$ cat src/rtl/smb_pkg.sv
package smb_pkg;
  localparam int BYTE_W = 8;
  localparam logic [BYTE_W-1:0] CMD_WRITE = 8'h01;
  localparam logic [BYTE_W-1:0] CMD_READ  = 8'h02;

  typedef enum logic [2:0] {
    PH_CMD,
    PH_AHI,
    PH_ALO,
    PH_DATA,
    PH_SKIP
  } phase_t;

  typedef enum logic [2:0] {
    SRC_NONE,
    SRC_RAM,
    SRC_REG,
    SRC_STAT,
    SRC_ZERO
  } rsrc_t;
endpackage

$ cat src/rtl/smb_sync.sv
module smb_sync #(
  parameter int WIDTH = 1,
  parameter int STAGES = 2,
  parameter logic [WIDTH-1:0] RST_VAL = '0
) (
  input  logic             clk,
  input  logic             rst_n,
  input  logic [WIDTH-1:0] d,
  output logic [WIDTH-1:0] q
);
  logic [WIDTH-1:0] stg [STAGES];

  generate
    for (genvar i = 0; i < STAGES; i++) begin : g_stage
      if (i == 0) begin : g_first
        always_ff @(posedge clk or negedge rst_n) begin
          if (!rst_n) stg[i] <= RST_VAL;
          else        stg[i] <= d;
        end
      end else begin : g_next
        always_ff @(posedge clk or negedge rst_n) begin
          if (!rst_n) stg[i] <= RST_VAL;
          else        stg[i] <= stg[i-1];
        end
      end
    end
  endgenerate

  assign q = stg[STAGES-1];
endmodule

$ cat src/rtl/smb_shifter.sv
module smb_shifter
  import smb_pkg::*;
(
  input  logic              clk,
  input  logic              rst_n,
  input  logic              sck_s,
  input  logic              cs_n_s,
  input  logic              si_s,
  input  logic [BYTE_W-1:0] tx_byte,
  output logic              byte_done,
  output logic [BYTE_W-1:0] rx_byte,
  output logic              so_bit
);
  localparam int CNT_W = $clog2(BYTE_W);
  localparam logic [CNT_W-1:0] LAST_BIT = CNT_W'(BYTE_W - 1);

  logic              sck_p;
  logic              rise, fall;
  logic [CNT_W-1:0]  bit_cnt, bit_cnt_n;
  logic [BYTE_W-1:0] rx_sh, rx_sh_n;
  logic [BYTE_W-1:0] tx_sh, tx_sh_n;
  logic              so_n, done_n;

  assign rise = sck_s & ~sck_p & ~cs_n_s;
  assign fall = ~sck_s & sck_p & ~cs_n_s;

  always_comb begin
    bit_cnt_n = bit_cnt;
    rx_sh_n   = rx_sh;
    tx_sh_n   = tx_sh;
    so_n      = so_bit;
    done_n    = 1'b0;
    if (cs_n_s) begin
      bit_cnt_n = '0;
      tx_sh_n   = '0;
      so_n      = 1'b0;
    end else if (rise) begin
      rx_sh_n   = {rx_sh[BYTE_W-2:0], si_s};
      bit_cnt_n = bit_cnt + 1'b1;
      done_n    = (bit_cnt == LAST_BIT);
    end else if (fall) begin
      if (bit_cnt == '0) begin
        so_n    = tx_byte[BYTE_W-1];
        tx_sh_n = {tx_byte[BYTE_W-2:0], 1'b0};
      end else begin
        so_n    = tx_sh[BYTE_W-1];
        tx_sh_n = {tx_sh[BYTE_W-2:0], 1'b0};
      end
    end
  end

  always_ff @(posedge clk or negedge rst_n) begin
    if (!rst_n) begin
      sck_p     <= 1'b0;
      bit_cnt   <= '0;
      rx_sh     <= '0;
      tx_sh     <= '0;
      so_bit    <= 1'b0;
      byte_done <= 1'b0;
    end else begin
      sck_p     <= sck_s;
      bit_cnt   <= bit_cnt_n;
      rx_sh     <= rx_sh_n;
      tx_sh     <= tx_sh_n;
      so_bit    <= so_n;
      byte_done <= done_n;
    end
  end

  assign rx_byte = rx_sh;

  // a finished byte always comes from a selected frame
  assert_done_in_frame_R5: assert property (@(posedge clk) disable iff (!rst_n)
    byte_done |-> $past(!cs_n_s));

  // SO moves only after a falling SCK edge while selected
  assert_so_on_fall_R2: assert property (@(posedge clk) disable iff (!rst_n)
    (!cs_n_s && !fall) |=> $stable(so_bit));
endmodule

$ cat src/rtl/smb_ctrl.sv
module smb_ctrl
  import smb_pkg::*;
#(
  parameter int ADDR_W = 16,
  parameter int RAM_AW = 15,
  parameter int REG_AW = 7
) (
  input  logic              clk,
  input  logic              rst_n,
  input  logic              cs_n_s,
  input  logic              byte_done,
  input  logic [BYTE_W-1:0] rx_byte,
  input  logic              ready_i,
  input  logic              safe_i,
  input  logic [BYTE_W-1:0] status_i,
  input  logic [BYTE_W-1:0] ram_rdata,
  input  logic [BYTE_W-1:0] reg_rdata,
  output logic [BYTE_W-1:0] tx_byte,
  output logic [RAM_AW-1:0] acc_addr,
  output logic [BYTE_W-1:0] wdata,
  output logic              ram_we,
  output logic              ram_re,
  output logic              reg_we,
  output logic              reg_re
);
  localparam int RAM_BYTES = 1 << RAM_AW;
  localparam int REG_BYTES = 1 << REG_AW;
  localparam int LAST_LOC  = RAM_BYTES + REG_BYTES - 1;
  localparam logic [ADDR_W-1:0] RAM_END  = ADDR_W'(RAM_BYTES);
  localparam logic [ADDR_W-1:0] SPACE_END = ADDR_W'(LAST_LOC + 1);
  localparam logic [ADDR_W-1:0] LAST_A   = ADDR_W'(LAST_LOC);

  function automatic logic [ADDR_W-1:0] step_addr(input logic [ADDR_W-1:0] a);
    return (a == LAST_A) ? '0 : a + 1'b1;
  endfunction

  phase_t              phase, phase_n;
  logic                op_rd, op_rd_n;
  logic [ADDR_W-1:0]   addr, addr_n;
  logic [BYTE_W-1:0]   addr_hi, addr_hi_n;
  logic [RAM_AW-1:0]   acc_n;
  logic [BYTE_W-1:0]   wdata_n, tx_n;
  logic                ram_we_n, ram_re_n, reg_we_n, reg_re_n;
  rsrc_t               rsrc1, rsrc1_n, rsrc2, rsrc2_n;
  logic [ADDR_W-1:0]   tgt;
  logic                do_rd, do_wr, gate_ok, in_ram, in_reg;

  assign gate_ok = ready_i | safe_i;
  assign in_ram  = (tgt < RAM_END);
  assign in_reg  = !in_ram && (tgt < SPACE_END);

  always_comb begin
    phase_n   = phase;
    op_rd_n   = op_rd;
    addr_n    = addr;
    addr_hi_n = addr_hi;
    acc_n     = acc_addr;
    wdata_n   = wdata;
    ram_we_n  = 1'b0;
    ram_re_n  = 1'b0;
    reg_we_n  = 1'b0;
    reg_re_n  = 1'b0;
    rsrc1_n   = SRC_NONE;
    rsrc2_n   = rsrc1;
    tx_n      = tx_byte;
    tgt       = addr;
    do_rd     = 1'b0;
    do_wr     = 1'b0;

    case (rsrc2)
      SRC_RAM:  tx_n = ram_rdata;
      SRC_REG:  tx_n = reg_rdata;
      SRC_STAT: tx_n = status_i;
      SRC_ZERO: tx_n = '0;
      default:  tx_n = tx_byte;
    endcase

    if (cs_n_s) begin
      phase_n = PH_CMD;
      rsrc1_n = SRC_NONE;
      rsrc2_n = SRC_NONE;
      tx_n    = '0;
    end else if (byte_done) begin
      case (phase)
        PH_CMD: begin
          if (rx_byte == CMD_WRITE) begin
            op_rd_n = 1'b0;
            phase_n = PH_AHI;
          end else if (rx_byte == CMD_READ) begin
            op_rd_n = 1'b1;
            phase_n = PH_AHI;
          end else begin
            phase_n = PH_SKIP;
          end
        end
        PH_AHI: begin
          addr_hi_n = rx_byte;
          phase_n   = PH_ALO;
        end
        PH_ALO: begin
          addr_n  = {addr_hi, rx_byte};
          tgt     = {addr_hi, rx_byte};
          do_rd   = op_rd;
          phase_n = PH_DATA;
        end
        PH_DATA: begin
          addr_n = step_addr(addr);
          if (op_rd) begin
            tgt   = step_addr(addr);
            do_rd = 1'b1;
          end else begin
            tgt   = addr;
            do_wr = 1'b1;
          end
        end
        default: phase_n = PH_SKIP;
      endcase
    end

    if (do_wr && gate_ok && (in_ram || in_reg)) begin
      ram_we_n = in_ram;
      reg_we_n = in_reg;
      wdata_n  = rx_byte;
      acc_n    = in_ram ? tgt[RAM_AW-1:0]
                        : {{(RAM_AW-REG_AW){1'b0}}, tgt[REG_AW-1:0]};
    end

    if (do_rd) begin
      if (!gate_ok) begin
        rsrc1_n = SRC_STAT;
      end else if (in_ram) begin
        ram_re_n = 1'b1;
        rsrc1_n  = SRC_RAM;
        acc_n    = tgt[RAM_AW-1:0];
      end else if (in_reg) begin
        reg_re_n = 1'b1;
        rsrc1_n  = SRC_REG;
        acc_n    = {{(RAM_AW-REG_AW){1'b0}}, tgt[REG_AW-1:0]};
      end else begin
        rsrc1_n = SRC_ZERO;
      end
    end
  end

  always_ff @(posedge clk or negedge rst_n) begin
    if (!rst_n) begin
      phase    <= PH_CMD;
      op_rd    <= 1'b0;
      addr     <= '0;
      addr_hi  <= '0;
      acc_addr <= '0;
      wdata    <= '0;
      ram_we   <= 1'b0;
      ram_re   <= 1'b0;
      reg_we   <= 1'b0;
      reg_re   <= 1'b0;
      rsrc1    <= SRC_NONE;
      rsrc2    <= SRC_NONE;
      tx_byte  <= '0;
    end else begin
      phase    <= phase_n;
      op_rd    <= op_rd_n;
      addr     <= addr_n;
      addr_hi  <= addr_hi_n;
      acc_addr <= acc_n;
      wdata    <= wdata_n;
      ram_we   <= ram_we_n;
      ram_re   <= ram_re_n;
      reg_we   <= reg_we_n;
      reg_re   <= reg_re_n;
      rsrc1    <= rsrc1_n;
      rsrc2    <= rsrc2_n;
      tx_byte  <= tx_n;
    end
  end

  // never more than one storage strobe in a cycle
  assert_one_strobe_R9: assert property (@(posedge clk) disable iff (!rst_n)
    $onehot0({ram_we, ram_re, reg_we, reg_re}));

  // a write strobe needs the gate open when its byte completed
  assert_gate_write_R6: assert property (@(posedge clk) disable iff (!rst_n)
    (ram_we || reg_we) |-> $past(ready_i || safe_i));

  // register accesses stay within the register window
  assert_reg_window_R1: assert property (@(posedge clk) disable iff (!rst_n)
    (reg_we || reg_re) |-> (acc_addr < RAM_AW'(REG_BYTES)));

  // writes only follow a completed byte
  assert_write_after_byte_R5: assert property (@(posedge clk) disable iff (!rst_n)
    (ram_we || reg_we) |-> $past(byte_done));
endmodule

$ cat src/rtl/spi_mem_bridge.sv
module spi_mem_bridge
  import smb_pkg::*;
#(
  parameter int ADDR_W = 16,
  parameter int RAM_AW = 15,
  parameter int REG_AW = 7,
  parameter int SYNC_STAGES = 2
) (
  input  logic              clk,
  input  logic              rst_n,
  input  logic              spi_sck,
  input  logic              spi_cs_n,
  input  logic              spi_si,
  output logic              spi_so,
  output logic              spi_so_en,
  input  logic              ready_i,
  input  logic              safe_i,
  input  logic [BYTE_W-1:0] status_i,
  output logic [RAM_AW-1:0] acc_addr,
  output logic [BYTE_W-1:0] wdata,
  output logic              ram_we,
  output logic              ram_re,
  input  logic [BYTE_W-1:0] ram_rdata,
  output logic              reg_we,
  output logic              reg_re,
  input  logic [BYTE_W-1:0] reg_rdata
);
  logic [1:0]        rst_pipe;
  logic              rst_int_n;
  logic [2:0]        pins_s;
  logic              byte_done, so_bit;
  logic [BYTE_W-1:0] rx_byte, tx_byte;

  always_ff @(posedge clk or negedge rst_n) begin
    if (!rst_n) rst_pipe <= 2'b00;
    else        rst_pipe <= {rst_pipe[0], 1'b1};
  end
  assign rst_int_n = rst_pipe[1];

  smb_sync #(.WIDTH(3), .STAGES(SYNC_STAGES), .RST_VAL(3'b010)) u_sync (
    .clk   (clk),
    .rst_n (rst_int_n),
    .d     ({spi_sck, spi_cs_n, spi_si}),
    .q     (pins_s)
  );

  smb_shifter u_shift (
    .clk       (clk),
    .rst_n     (rst_int_n),
    .sck_s     (pins_s[2]),
    .cs_n_s    (pins_s[1]),
    .si_s      (pins_s[0]),
    .tx_byte   (tx_byte),
    .byte_done (byte_done),
    .rx_byte   (rx_byte),
    .so_bit    (so_bit)
  );

  smb_ctrl #(.ADDR_W(ADDR_W), .RAM_AW(RAM_AW), .REG_AW(REG_AW)) u_ctrl (
    .clk       (clk),
    .rst_n     (rst_int_n),
    .cs_n_s    (pins_s[1]),
    .byte_done (byte_done),
    .rx_byte   (rx_byte),
    .ready_i   (ready_i),
    .safe_i    (safe_i),
    .status_i  (status_i),
    .ram_rdata (ram_rdata),
    .reg_rdata (reg_rdata),
    .tx_byte   (tx_byte),
    .acc_addr  (acc_addr),
    .wdata     (wdata),
    .ram_we    (ram_we),
    .ram_re    (ram_re),
    .reg_we    (reg_we),
    .reg_re    (reg_re)
  );

  assign spi_so    = so_bit;
  assign spi_so_en = ~spi_cs_n;
endmodule

$ cat config.mk
export PLATFORM = sky130hd
export DESIGN_NAME = spi_mem_bridge
export DESIGN_NICKNAME = d
export VERILOG_FILES = /design/src/rtl/smb_pkg.sv /design/src/rtl/smb_sync.sv /design/src/rtl/smb_shifter.sv /design/src/rtl/smb_ctrl.sv /design/src/rtl/spi_mem_bridge.sv
export SDC_FILE = /design/constraint.sdc
export NUM_CORES = 1
export LEC_CHECK = 0
export ABC_AREA = 1
export BUFFER_PORTS_ARGS = -buffer_cell sky130_fd_sc_hd__buf_2
export CAP_MARGIN = 20
export CORE_AREA = 2 2 110 112
export DETAILED_ROUTE_END_ITERATION = 8
export DIE_AREA = 0 0 112 114
export GPL_TIMING_DRIVEN = 0
export HOLD_SLACK_MARGIN = 0.05
export PLACE_DENSITY_LB_ADDON = 0.08
export SYNTH_ARGS = -nofsm -noshare
export SYNTH_HDL_FRONTEND = slang
export SYNTH_SLANG_ARGS = --single-unit
$ cat constraint.sdc
create_clock -name clk -period 4.92 [get_ports clk]
set_input_delay 0.738 -clock clk [delete_from_list [all_inputs] [get_ports clk]]
set_output_delay 0.738 -clock clk [all_outputs]
set_load 0.05 [all_outputs]
### Word level (Yosys, flattened, before mapping)

Cells that the tools add are included.

| storage, ports and cells | value |
|---|---|
| output and inout bits | 29 |
| input bits | 31 |
| register bits after elaboration | 99 |
| logic and storage cells | 122 |

| operators by class | value |
|---|---|
| bitwise logic cells | 9 |
| muxes and demuxes | 55 |
| add/subtract/negate cells | 2 |
| $lt $le $gt $ge | 2 |
| reduce and logical (&&, ||, !) cells | 19 |
| eq/ne operators | 13 |

Operators with widths:

| cell | number |
|---|---|
| 15-bit two-way mux | 6 |
| 16-bit two-way mux | 4 |
| 16-bit one-hot mux with 2 select lines | 2 |
| 8-bit two-way mux | 5 |
| 3-bit two-way mux | 11 |
| 16-bit less-than comparator (second input constant) | 2 |
| 8-bit one-hot mux with 4 select lines | 1 |
| 1-bit two-way mux | 24 |
| 16-bit by 1-bit adder with 16-bit output (second input constant) | 1 |
| 16-bit equality test (second input constant) | 1 |
| 3-bit by 2-bit equality test with 1-bit output (second input constant) | 4 |
| 3-bit one-hot mux with 4 select lines | 1 |
| 2-bit nonzero test | 5 |
| 8-bit by 1-bit equality test with 1-bit output (second input constant) | 1 |
| 8-bit by 2-bit equality test with 1-bit output (second input constant) | 1 |
| 3-bit by 1-bit equality test with 1-bit output (second input constant) | 2 |
| 3-bit equality test (second input constant) | 2 |
| 3-bit logical NOT | 2 |
| 2-bit AND reduction | 3 |
| 3-bit AND reduction | 2 |
| 5-bit nonzero test | 1 |
| 1-bit bitwise AND | 4 |
| 2-bit inequality test (second input constant) | 2 |
| 1-bit NOT | 4 |
| 7 further kinds | 9 |

### Longest topological paths before layout

Gate-level depths: netlist of run 1.

| logic depth | value |
|---|---|
| depth after elaboration | 16 |
| mapped depth | 20 |
| gate-level depth less buffers | 18 |

### Modules after synthesis

A second synthesis of run 1 with hierarchy kept.

| unflattened totals | value |
|---|---|
| cell total of the unflattened synthesis | 707 |
| area total of the unflattened synthesis | 5340.1 um^2 |

Modules (own cells, without submodules):

| module | seq. area each (um^2) | cells an instance | instances | area each (um^2) |
|---|---|---|---|---|
| smb_ctrl | 1726.7 | 567 | 1 | 4112.7 |
| smb_shifter | 525.5 | 127 | 1 | 994.7 |
| smb_sync | 152.6 | 9 | 1 | 175.2 |
| spi_mem_bridge | 50.0 | 4 | 1 | 57.6 |

### Worst setup path before layout of run 1

Ideal clock, no wire load.

| path | value |
|---|---|
| path kind | reg-to-reg |
| from | register u_ctrl.addr[0] |
| to | register u_ctrl.wdata[5] |
| stages on the path, launching flop included | 18 |
| slack | 2.758 ns |
| data required time | 4.801 ns |
| clock period less this slack | 2.162 ns |
| setup time | 0.119 ns |
| path buffers | 1 |
| data arrival time | 2.042 ns |
| cells stage by stage | dfrtp_1 -> ha_1 -> nand2_1 -> nor2_2 -> nand4_1 -> nand2_1 -> nand2_1 -> nand3_1 -> nand2_1 -> a21oi_2 -> nand2_1 -> nor2_4 -> nand2_4 -> nand2_8 -> nand2_4 -> buf_6 -> nand2_2 -> o21ai_2 |

| between the ends | value |
|---|---|
| cells in the longest elaborated chain, start to end | 11 |
| elaborated cells on any way between the ends | 13 |
| those cells by class | add/sub: 1; order compare: 2; eq/ne: 1; mux: 5; reduce/logical: 4 |

RTL lines:

| element | RTL line | RTL |
|---|---|---|
| start: declaration | smb_ctrl.sv:39 | `logic [ADDR_W-1:0] addr, addr_n;` |
| start signal: assignment | smb_ctrl.sv:163 | `addr <= addr_n;` |
| 16-bit by 1-bit adder with 16-bit output or 16-bit equality test (tied branches) | smb_ctrl.sv:34 | `return (a == LAST_A) ? '0 : a + 1'b1;` |
| 16-bit two-way mux | smb_ctrl.sv:34 |  |
| 16-bit two-way mux | smb_ctrl.sv:108 | `if (op_rd) begin` |
| 16-bit one-hot mux with 2 select lines | smb_ctrl.sv:84 | `case (phase)` |
| 16-bit two-way mux | smb_ctrl.sv:83 | `end else if (byte_done) begin` |
| 16-bit two-way mux * | smb_ctrl.sv:78 | `if (cs_n_s) begin` |
| 16-bit less-than comparator | smb_ctrl.sv:49 | `assign in_ram = (tgt < RAM_END);` |
| 1-bit logical NOT | smb_ctrl.sv:50 | `assign in_reg = !in_ram && (tgt < SPACE_END);` |
| 1-bit logical AND | smb_ctrl.sv:50 |  |
| 1-bit logical OR * | smb_ctrl.sv:120 | `if (do_wr && gate_ok && (in_ram \|\| in_reg)) begin` |
| 1-bit logical AND * | smb_ctrl.sv:120 |  |
| end signal: assignment | smb_ctrl.sv:166 | `wdata <= wdata_n;` |
| end: declaration | smb_ctrl.sv:20 | `output logic [BYTE_W-1:0] wdata,` |

Every way passes the cells marked *; elsewhere a longest branch is shown, timed or not.
A chain may end at the register's enable or synchronous reset.

### Worst setup path after layout of run 1

| path | value |
|---|---|
| from | register u_ctrl.phase[2] |
| to | register u_ctrl.acc_addr[6] |

| between the ends | value |
|---|---|
| cells in the longest elaborated chain, start to end | 14 |
| elaborated cells on any way between the ends | 24 |
| those cells by class | order compare: 2; eq/ne: 2; mux: 15; reduce/logical: 5 |

RTL lines:

| element | RTL line | RTL |
|---|---|---|
| start: declaration | smb_ctrl.sv:37 | `phase_t phase, phase_n;` |
| start signal: assignment | smb_ctrl.sv:161 | `phase <= phase_n;` |
| 3-bit by 2-bit equality test with 1-bit output | smb_ctrl.sv:84 |  |
| 16-bit one-hot mux with 2 select lines | smb_ctrl.sv:84 |  |
| 16-bit two-way mux | smb_ctrl.sv:83 |  |
| 16-bit two-way mux | smb_ctrl.sv:78 |  |
| 16-bit less-than comparator | smb_ctrl.sv:49 |  |
| 1-bit logical NOT | smb_ctrl.sv:50 |  |
| 1-bit logical AND | smb_ctrl.sv:50 |  |
| 1-bit logical OR | smb_ctrl.sv:120 |  |
| 1-bit logical AND | smb_ctrl.sv:120 |  |
| 15-bit two-way mux | smb_ctrl.sv:120 |  |
| 15-bit two-way mux | smb_ctrl.sv:135 | `end else if (in_reg) begin` |
| 15-bit two-way mux | smb_ctrl.sv:131 | `end else if (in_ram) begin` |
| 15-bit two-way mux | smb_ctrl.sv:129 | `if (!gate_ok) begin` |
| 15-bit two-way mux * | smb_ctrl.sv:128 | `if (do_rd) begin` |
| net u_ctrl.acc_n[6] | smb_ctrl.sv:41 | `logic [RAM_AW-1:0] acc_n;` |
| end signal: assignment | smb_ctrl.sv:165 | `acc_addr <= acc_n;` |
| end: declaration | smb_ctrl.sv:19 | `output logic [RAM_AW-1:0] acc_addr,` |

The timed path passes the listed nets; every way through them passes the cells marked *.

==> summary.md, run 1 <==
| Metric | Value |
|---|---|
| Status | `completed` |
| Avg Inst Size Synth | `8.01 um2` |
| Measured slew at the worst slew-check pin | `between 0.9 and 1 ns` |
| CTS tree | `done` |
| DR WL/cell | `between 15 and 20 um` |
| Total chip power | `between 1.5 and 2 mW` |
| Clock latency at the later pin of the worst-skew pair | `0.36 ns` |
| Layout area overhead | `16.3%` |
| Overflow after GRT | `0` |
| Slew Viols, Final | `0` |
| Tot GR Track Use | `23.0%` |
| Power density cells | `300 mW/mm2` |
| Initial Utilization | `43.9%` |
| Commonest non-fill, non-tap cells in the layout | `nand2_1 (165), dfrtp_1 (95), inv_1 (78)` |
| Die Footprint | `~0.013 mm2` |
| CTS Buf Count | `9` |
| GRT busiest layer | `met2` |
| M3 GR Usage | `under 10%` |
| Crit-path max FO | `10` |
| Hold-fix buffers, CTS | `0` |
| Post-synth EDFFs | `0` |
| Layout Skew | `0.00906 ns` |
| Hpwl dp | `10.2 mm` |
| Initial DRC count | `roughly 300` |
| Largest net degree at the start of global routing | `58` |
| H-tree depth | `3` |
| Mapped Area | `0.00514 mm2` |
| Postcts setup bufs | `0` |
| # rows | `40` |
| Mapped Cells | `between 600 and 700` |
| Fillers | `1185` |
| Post-route antenna net violation count | `0` |
| Routed WL | `~14 mm` |
| Tightest Hold Check Type | `primary input to async pin` |
| Drt drc | `0` |
| Cell at the root of the clock tree | `clkbuf_16` |
| Max cap viols | `0` |
| Clock Sinks | `98` |
| CP Capture Type | `flop` |
| Clk buf depth | `2` |
| Fin util | `51.0%` |
| Setup Viol. Count Final | `0` |
| I/O pins | `60` |
| Met1 usage | `32.6%` |
| Multi-input logic area | `0.00228 mm2` |
| Prevailing post-synth register cell | `dfrtp_1` |
| GR Util met2 | `36.6%` |
| Worst Setup Start Kind | `flop` |
| Pre-antenna DRT Iters | `6` |
| Crit path time final | `2.73 ns` |
| Flop and latch count out of synthesis | `between 90 and 100` |
| Final #Nets | `between 700 and 800` |
| CP Data Required Time | `5.17 ns` |
| Share of post-route cells with drive strength above 1 | `18.0%` |
| I/O Buffers | `59` |
| Commonest non-fill, non-tap cell in the layout | `nand2_1` |
| Fin. Hold Viols | `0` |
| Maximum vdd drop | `~190 uV` |
| Critical Setup Path Class | `flop to flop` |
| Yosys cell types | `43` |
| FF/Latch Area | `0.00246 mm2` |
| Initial antenna violation count | `0` |
| Synth Warn # | `0` |
| RePlAce Congestion | `0.895` |
| Global-route wire length before repair | `~23 mm` |
| Setup TNS | `0 ns` |
| Clk slew on worst S/H paths | `0.07 ns` |
| Relative slew margins | `35.8%` |
| Syn_nets | `between 600 and 700` |
| Pleak | `2.88 nW` |
| Vias in the first global route | `between 4000 and 5000` |
| Crit path DAT | `around 3.0 ns` |
| Core box area | `0.0117 mm2` |
| Post-cts resize count | `0` |
| Crit share post-route | `55.6%` |
| Vias post-DR | `approximately 4600` |
| RSZ-0062 raised after global routing | `no` |
| N_diodes | `0` |
| Die Y | `114 um` |
| Fmax | `between 0.3 and 0.4 GHz` |
| FFs w/ async S/R, synth | `100%` |
| Vias per cell | `5.27` |
| Die width | `112 um` |
| Seq/Total Area, Yosys | `a little under half` |
==> registers in the layout, indices dropped and copies added (netlist names), 7 cells and up <==
register / flops
u_shift.tx_sh: 7
u_shift.rx_byte: 8
u_ctrl.acc_addr: 15
u_ctrl.addr: 16
u_ctrl.addr_hi: 8
u_ctrl.wdata: 8
u_ctrl.tx_byte: 8
==> logic make-up (layout without fill, tap and decap cells) <==
group	Yosys count	count (layout)	share of synthesized area, %
buffers and inverters	100	176	7.84
xor gates and xnor gates	5	5	0.852
and+or+nand+nor	299	299	26.4
adders and majority gates	4	4	0.974
other	1	1	0.0729
DFF	98	98	47.7
AOI/OAI and AO/OA	134	134	15.9
muxes	1	1	0.195
==> routing by layer <==
| layer | routed length, um | vias up |
|---|---|---|
| met5 | 0 | - |
| met4 | 202 | 0 |
| met2 | 6240 | 151 |
| li1 | - | 2248 |
| met1 | 6460 | 2143 |
| met3 | 902 | 14 |
==> path summary, 6_finish.rpt <==
check / from / end / slack [ns] / cells after the start
setup / recovery: u_ctrl.phase[2]$_DFFE_PN0P_ / u_ctrl.acc_addr[6]$_DFF_PN0_ / 2.19 / 19
hold / removal: rst_n / rst_pipe[0]$_DFF_PN0_ / 0.16 / 1
setup reg to reg: u_ctrl.phase[2]$_DFFE_PN0P_ / u_ctrl.acc_addr[6]$_DFF_PN0_ / 2.19 / 19
hold reg to reg: rst_pipe[1]$_DFF_PN0_ / u_ctrl.addr[11]$_DFFE_PN0P_ / 0.33 / 0
max in group asynchronous: rst_pipe[1]$_DFF_PN0_ / u_sync.q[1]$_DFF_PN1_ / 3.85 / 1
min in group clk: rst_pipe[0]$_DFF_PN0_ / rst_pipe[1]$_DFF_PN0_ / 0.35 / 0
==> critical path, cell delays in order, from the launching register on <==
cell	delay (ns)
dfrtp_1	0.38
inv_1	0.07
nand2_1	0.09
nor2_2	0.24
inv_1	0.11
nor2_1	0.34
inv_1	0.30
nand2_1	0.14
nand2_1	0.06
nand2_1	0.06
a21oi_1	0.08
nand2_1	0.11
nor2_4	0.06
nand2_4	0.08
nand2_8	0.09
nand2_4	0.10
buf_6	0.16
nand2_1	0.06
nand2_1	0.05
inv_1	0.04
==> metrics by stage <==
| stage | cells | hold WS [ns] | setup slack [ns] | cell area (um2) |
|---|---|---|---|---|
| 2_1_floorplan | 642 | 0.331 | 1.99 | 5140 |
| 3_3_place_gp | 848 | 0.336 | 0.815 | 5620 |
| 3_5_place_dp | 849 | 0.337 | 2.21 | 5650 |
| 4_1_cts | 865 | 0.149 | 2.19 | 5980 |
| 5_1_grt | 865 | 0.149 | 1.83 | 5980 |
| 6_report | 865 | 0.157 | 2.19 | 5980 |
==> power breakdown <==
part | leakage (nW) | internal (mW) | total (mW) | switching (mW)
Combinational | 1.47 | 0.0471 | 0.146 | 0.0988
Clock | 0.155 | 0.452 | 0.781 | 0.328
Sequential | 1.26 | 0.837 | 0.867 | 0.0298
==> synth_stat cells (all sizes together), types with 7 or more instances <==
master	instances	area, um2
o32ai	8	70.1
nand3	37	205
clkbuf	9	33.8
dfrtp	96	2400
o22ai	14	87.6
o21ai	72	390
nand2	174	709
a22o	7	61.3
inv	79	297
buf	9	61.3
nor3	8	45.0
nand4	10	68.8
nor2	65	297
a21oi	26	153
==> area by class of cell <==
type,count,share of cell area [%]
buffer,18,1.59
clock buffer,10,3.83
clock inverter,6,1.61
inverter,82,5.15
multi-input combinational,444,38.2
sequential,98,41.1
tap,147,3.08
timing repair buffer,60,5.40
Note: power is estimated with default switching activity, not from simulation.
==> run 2: changes to the inputs <==
==> constraint.sdc (replaced) <==
create_clock -name clk -period 2.55 [get_ports clk]
set_input_delay 0.3825 -clock clk [delete_from_list [all_inputs] [get_ports clk]]
set_output_delay 0.3825 -clock clk [all_outputs]
set_load 0.05 [all_outputs]
==> summary.md, run 2 (synthesis gave the netlist of run 1 again) <==
| Metric | Value |
|---|---|
| Final #Nets | `756 (+1.1%)` |
| Initial antenna violation count | `0 (unchanged)` |
| Max reg flops | `16 (unchanged)` |
| Fin util | `52.1% (+1.1 points)` |
| Power density cells | `556 mW/mm2 (+85%)` |
| Largest net degree at the start of global routing | `72 (+24%)` |
| Vias per cell | `5.23 (-0.63%)` |
| Layout Skew | `0.0124 ns (+0.00329 ns)` |
| RePlAce Congestion | `0.941 (+5.1%)` |
| Commonest non-fill, non-tap cells in the layout | `nand2_1 (163), dfrtp_1 (93), inv_1 (77)` |
| Core box area | `0.0117 mm2 (unchanged)` |
| Hold Slack | `0.131 ns (-0.0263 ns)` |
| Setup TNS | `0 ns (unchanged)` |
| Commonest non-fill, non-tap cell in the layout | `nand2_1` |
| Pleak | `2.92 nW (+1.4%)` |
| Relative slew margins | `41.6% (+5.8 points)` |
| Crit share post-route | `95.4% (+40 points)` |
| Routed WL | `13.7 mm (-0.93%)` |
| Die width | `112 um (unchanged)` |
| Combinational share of power | `8.5% (+0.4 points)` |
| Clk buf depth | `2 (unchanged)` |
| CTS tree | `done` |
| Cell mode on critical path | `nand2_1` |
| Overflow after GRT | `0 (unchanged)` |
| DR WL/cell | `15.7 um (-1.8%)` |
| Die Y | `114 um (unchanged)` |
| CP Capture Type | `flop` |
| Die Footprint | `0.0128 mm2 (unchanged)` |
| Post-route antenna net violation count | `0 (unchanged)` |
| Tightest Hold Check Type | `primary input to flop` |
| Net Sw Frac | `26.2% (+0.69 points)` |
| FF-to-FF Start | `u_ctrl.addr[1]$_DFFE_PN0P_` |
| Vias post-DR | `4569 (+0.29%)` |
| Placed cell count | `849 (unchanged)` |
| Pint | `2.51 mW (+87%)` |
| Clock Sinks | `98 (unchanged)` |
| R2r worst-path depth | `17 (-2)` |
| Fin. Hold Viols | `0 (unchanged)` |
| Tot GR Track Use | `22.7% (-0.27 points)` |
| CP top delay family | `simple AND/OR/NAND/NOR gates` |
| Hold path startpoint | `spi_si` |
| Worst Setup Start Kind | `flop` |
| Measured slew at the worst slew-check pin | `0.869 ns (-0.0857 ns)` |
| Initial Utilization | `43.9% (unchanged)` |
| Clock latency at the later pin of the worst-skew pair | `0.36 ns (about the same)` |
| # rows | `40 (unchanged)` |
| Layout area overhead | `18.8%` |
| Maximum vdd drop | `432 uV (+130%)` |
| Worst-path cell chain | `ha_4 -> nand2_2 -> nor2_4 -> nand3_1 -> nand2_1 -> nand2_1 -> nand3_1 -> nand2_1 -> a21oi_2 -> nand3_2 -> nor2_4 -> nand2_4 -> nand2_8 -> nand2_4 -> buf_8 -> nand2_2 -> o21ai_2` |
| Top reg by flops | `u_ctrl.addr` |
| Slew Viols, Final | `0 (unchanged)` |
| Status | `completed` |
| Crit path time final | `2.43 ns (-0.301 ns)` |
| Power share of the sequential group | `49.2% (+0.9 points)` |
| Global-route wire length before repair | `22.9 mm (-0.78%)` |
| Crit-path max FO | `10 (unchanged)` |
| Clk slew on worst S/H paths | `0.08 ns (about the same)` |
| Cell at the root of the clock tree | `clkbuf_16` |
| Critical Path Start | `u_ctrl.addr[1]$_DFFE_PN0P_` |
| Vias in the first global route | `4382 (-0.75%)` |
| Clock share of power | `42.3% (-1.2 points)` |
| RSZ-0062 raised after global routing | `yes` |
| Crit path depth | `17 (-2)` |
| Top flop regs | `u_ctrl.addr (16), u_ctrl.acc_addr (15)` |
| Crit path buf inv count | `1 (-4)` |
| CP max-delay cell | `dfrtp_1` |
| Drt drc | `0 (unchanged)` |
| H-tree depth | `3 (unchanged)` |
| Worst path max stage delay | `0.44 ns (+0.06 ns)` |
| I/O pins | `60 (unchanged)` |
| N_diodes | `0 (unchanged)` |
| Share of post-route cells with drive strength above 1 | `20.7% (+2.7 points)` |
| Fmax | `0.411 GHz (+12%)` |
| Min-Delay Path Depth | `1` |
| I/O Buffers | `59 (unchanged)` |
| Crit path DAT | `2.67 ns (-0.31 ns)` |
| Layout Cells excl Fill | `873 (+0.92%)` |
| Switch Pwr | `0.888 mW (+94%)` |
| Hpwl dp | `10.0 mm (-1.9%)` |
| Critical Setup Path Class | `flop to flop` |
| CP Data Required Time | `2.79 ns (-2.38 ns)` |
| Pre-antenna DRT Iters | `5 (-1)` |
| Initial DRC count | `316 (+7.5%)` |
| Setup Viol. Count Final | `0 (unchanged)` |
| CTS Buf Count | `9 (unchanged)` |
| Max cap viols | `0 (unchanged)` |
## run 2: cell count changes in the layout (fill, tap and decap cells not counted), sizes merged
cell         delta
dlygate4sd3     +1
buf             +5
clkinv          +1
clkbuf          +2
bufinv          -1
## run 2: layout make-up
cell class | count | area (um2)
Inverter | 82 | 308
Buffer | 18 | 104
Timing Repair Buffer | 68 | 385
Fill cell | 1153 | 5610
Sequential cell | 98 | 2460
Multi-Input combinational cell | 444 | 2350
Clock inverter | 6 | 71.3
Clock buffer | 10 | 239
Tap cell | 147 | 184
## run 2: what timing repair did
item / 4_1_cts / 5_1_grt
buffers inserted: 0 / 6
gates resized for setup: 4 / 20
endpoints found under the hold margin: 2 / 0
pin swaps: 0 / 5
hold buffers: 1 / 0
endpoints found under the setup margin: 18 / 32
## run 2: layer usage
layer,routed length [um],vias up,GRT usage (%)
li1,-,2261,-
met1,6580,2156,32.1
met2,6090,128,35.0
met3,633,24,3.51
met4,376,0,10.1
met5,0,-,0
## run 2: power by group through the flow
stage	clock, mW	combinational, mW	sequential (mW)
finish	1.43	0.289	1.67
detailed placement	0	0.292	1.70
global placement	0	0.259	1.72
floorplan	0	0.162	1.71
global route	1.54	0.331	1.68
CTS	1.47	0.295	1.67
## run 2: through the flow
step	setup slack, ns	cell area [um2]	power [mW]
4_1_cts	0.000929	5990	3.43
3_3_place_gp	-0.0538	5620	1.98
6_report	0.117	6110	3.39
5_1_grt	-0.0151	6110	3.55
3_5_place_dp	-0.0482	5650	1.99
2_1_floorplan	0.388	5140	1.87
## run 2: final timing paths
path / endpoint / slack [ns]
max: u_ctrl.wdata[5]$_DFFE_PN0P_ / 0.12
min: u_sync.stg[3]$_DFF_PN0_ / 0.13
max reg2reg: u_ctrl.wdata[5]$_DFFE_PN0P_ / 0.12
min reg2reg: u_ctrl.addr[11]$_DFFE_PN0P_ / 0.25
max in group asynchronous: u_sync.stg[4]$_DFF_PN1_ / 1.58
min in group asynchronous: u_ctrl.addr[11]$_DFFE_PN0P_ / 0.25
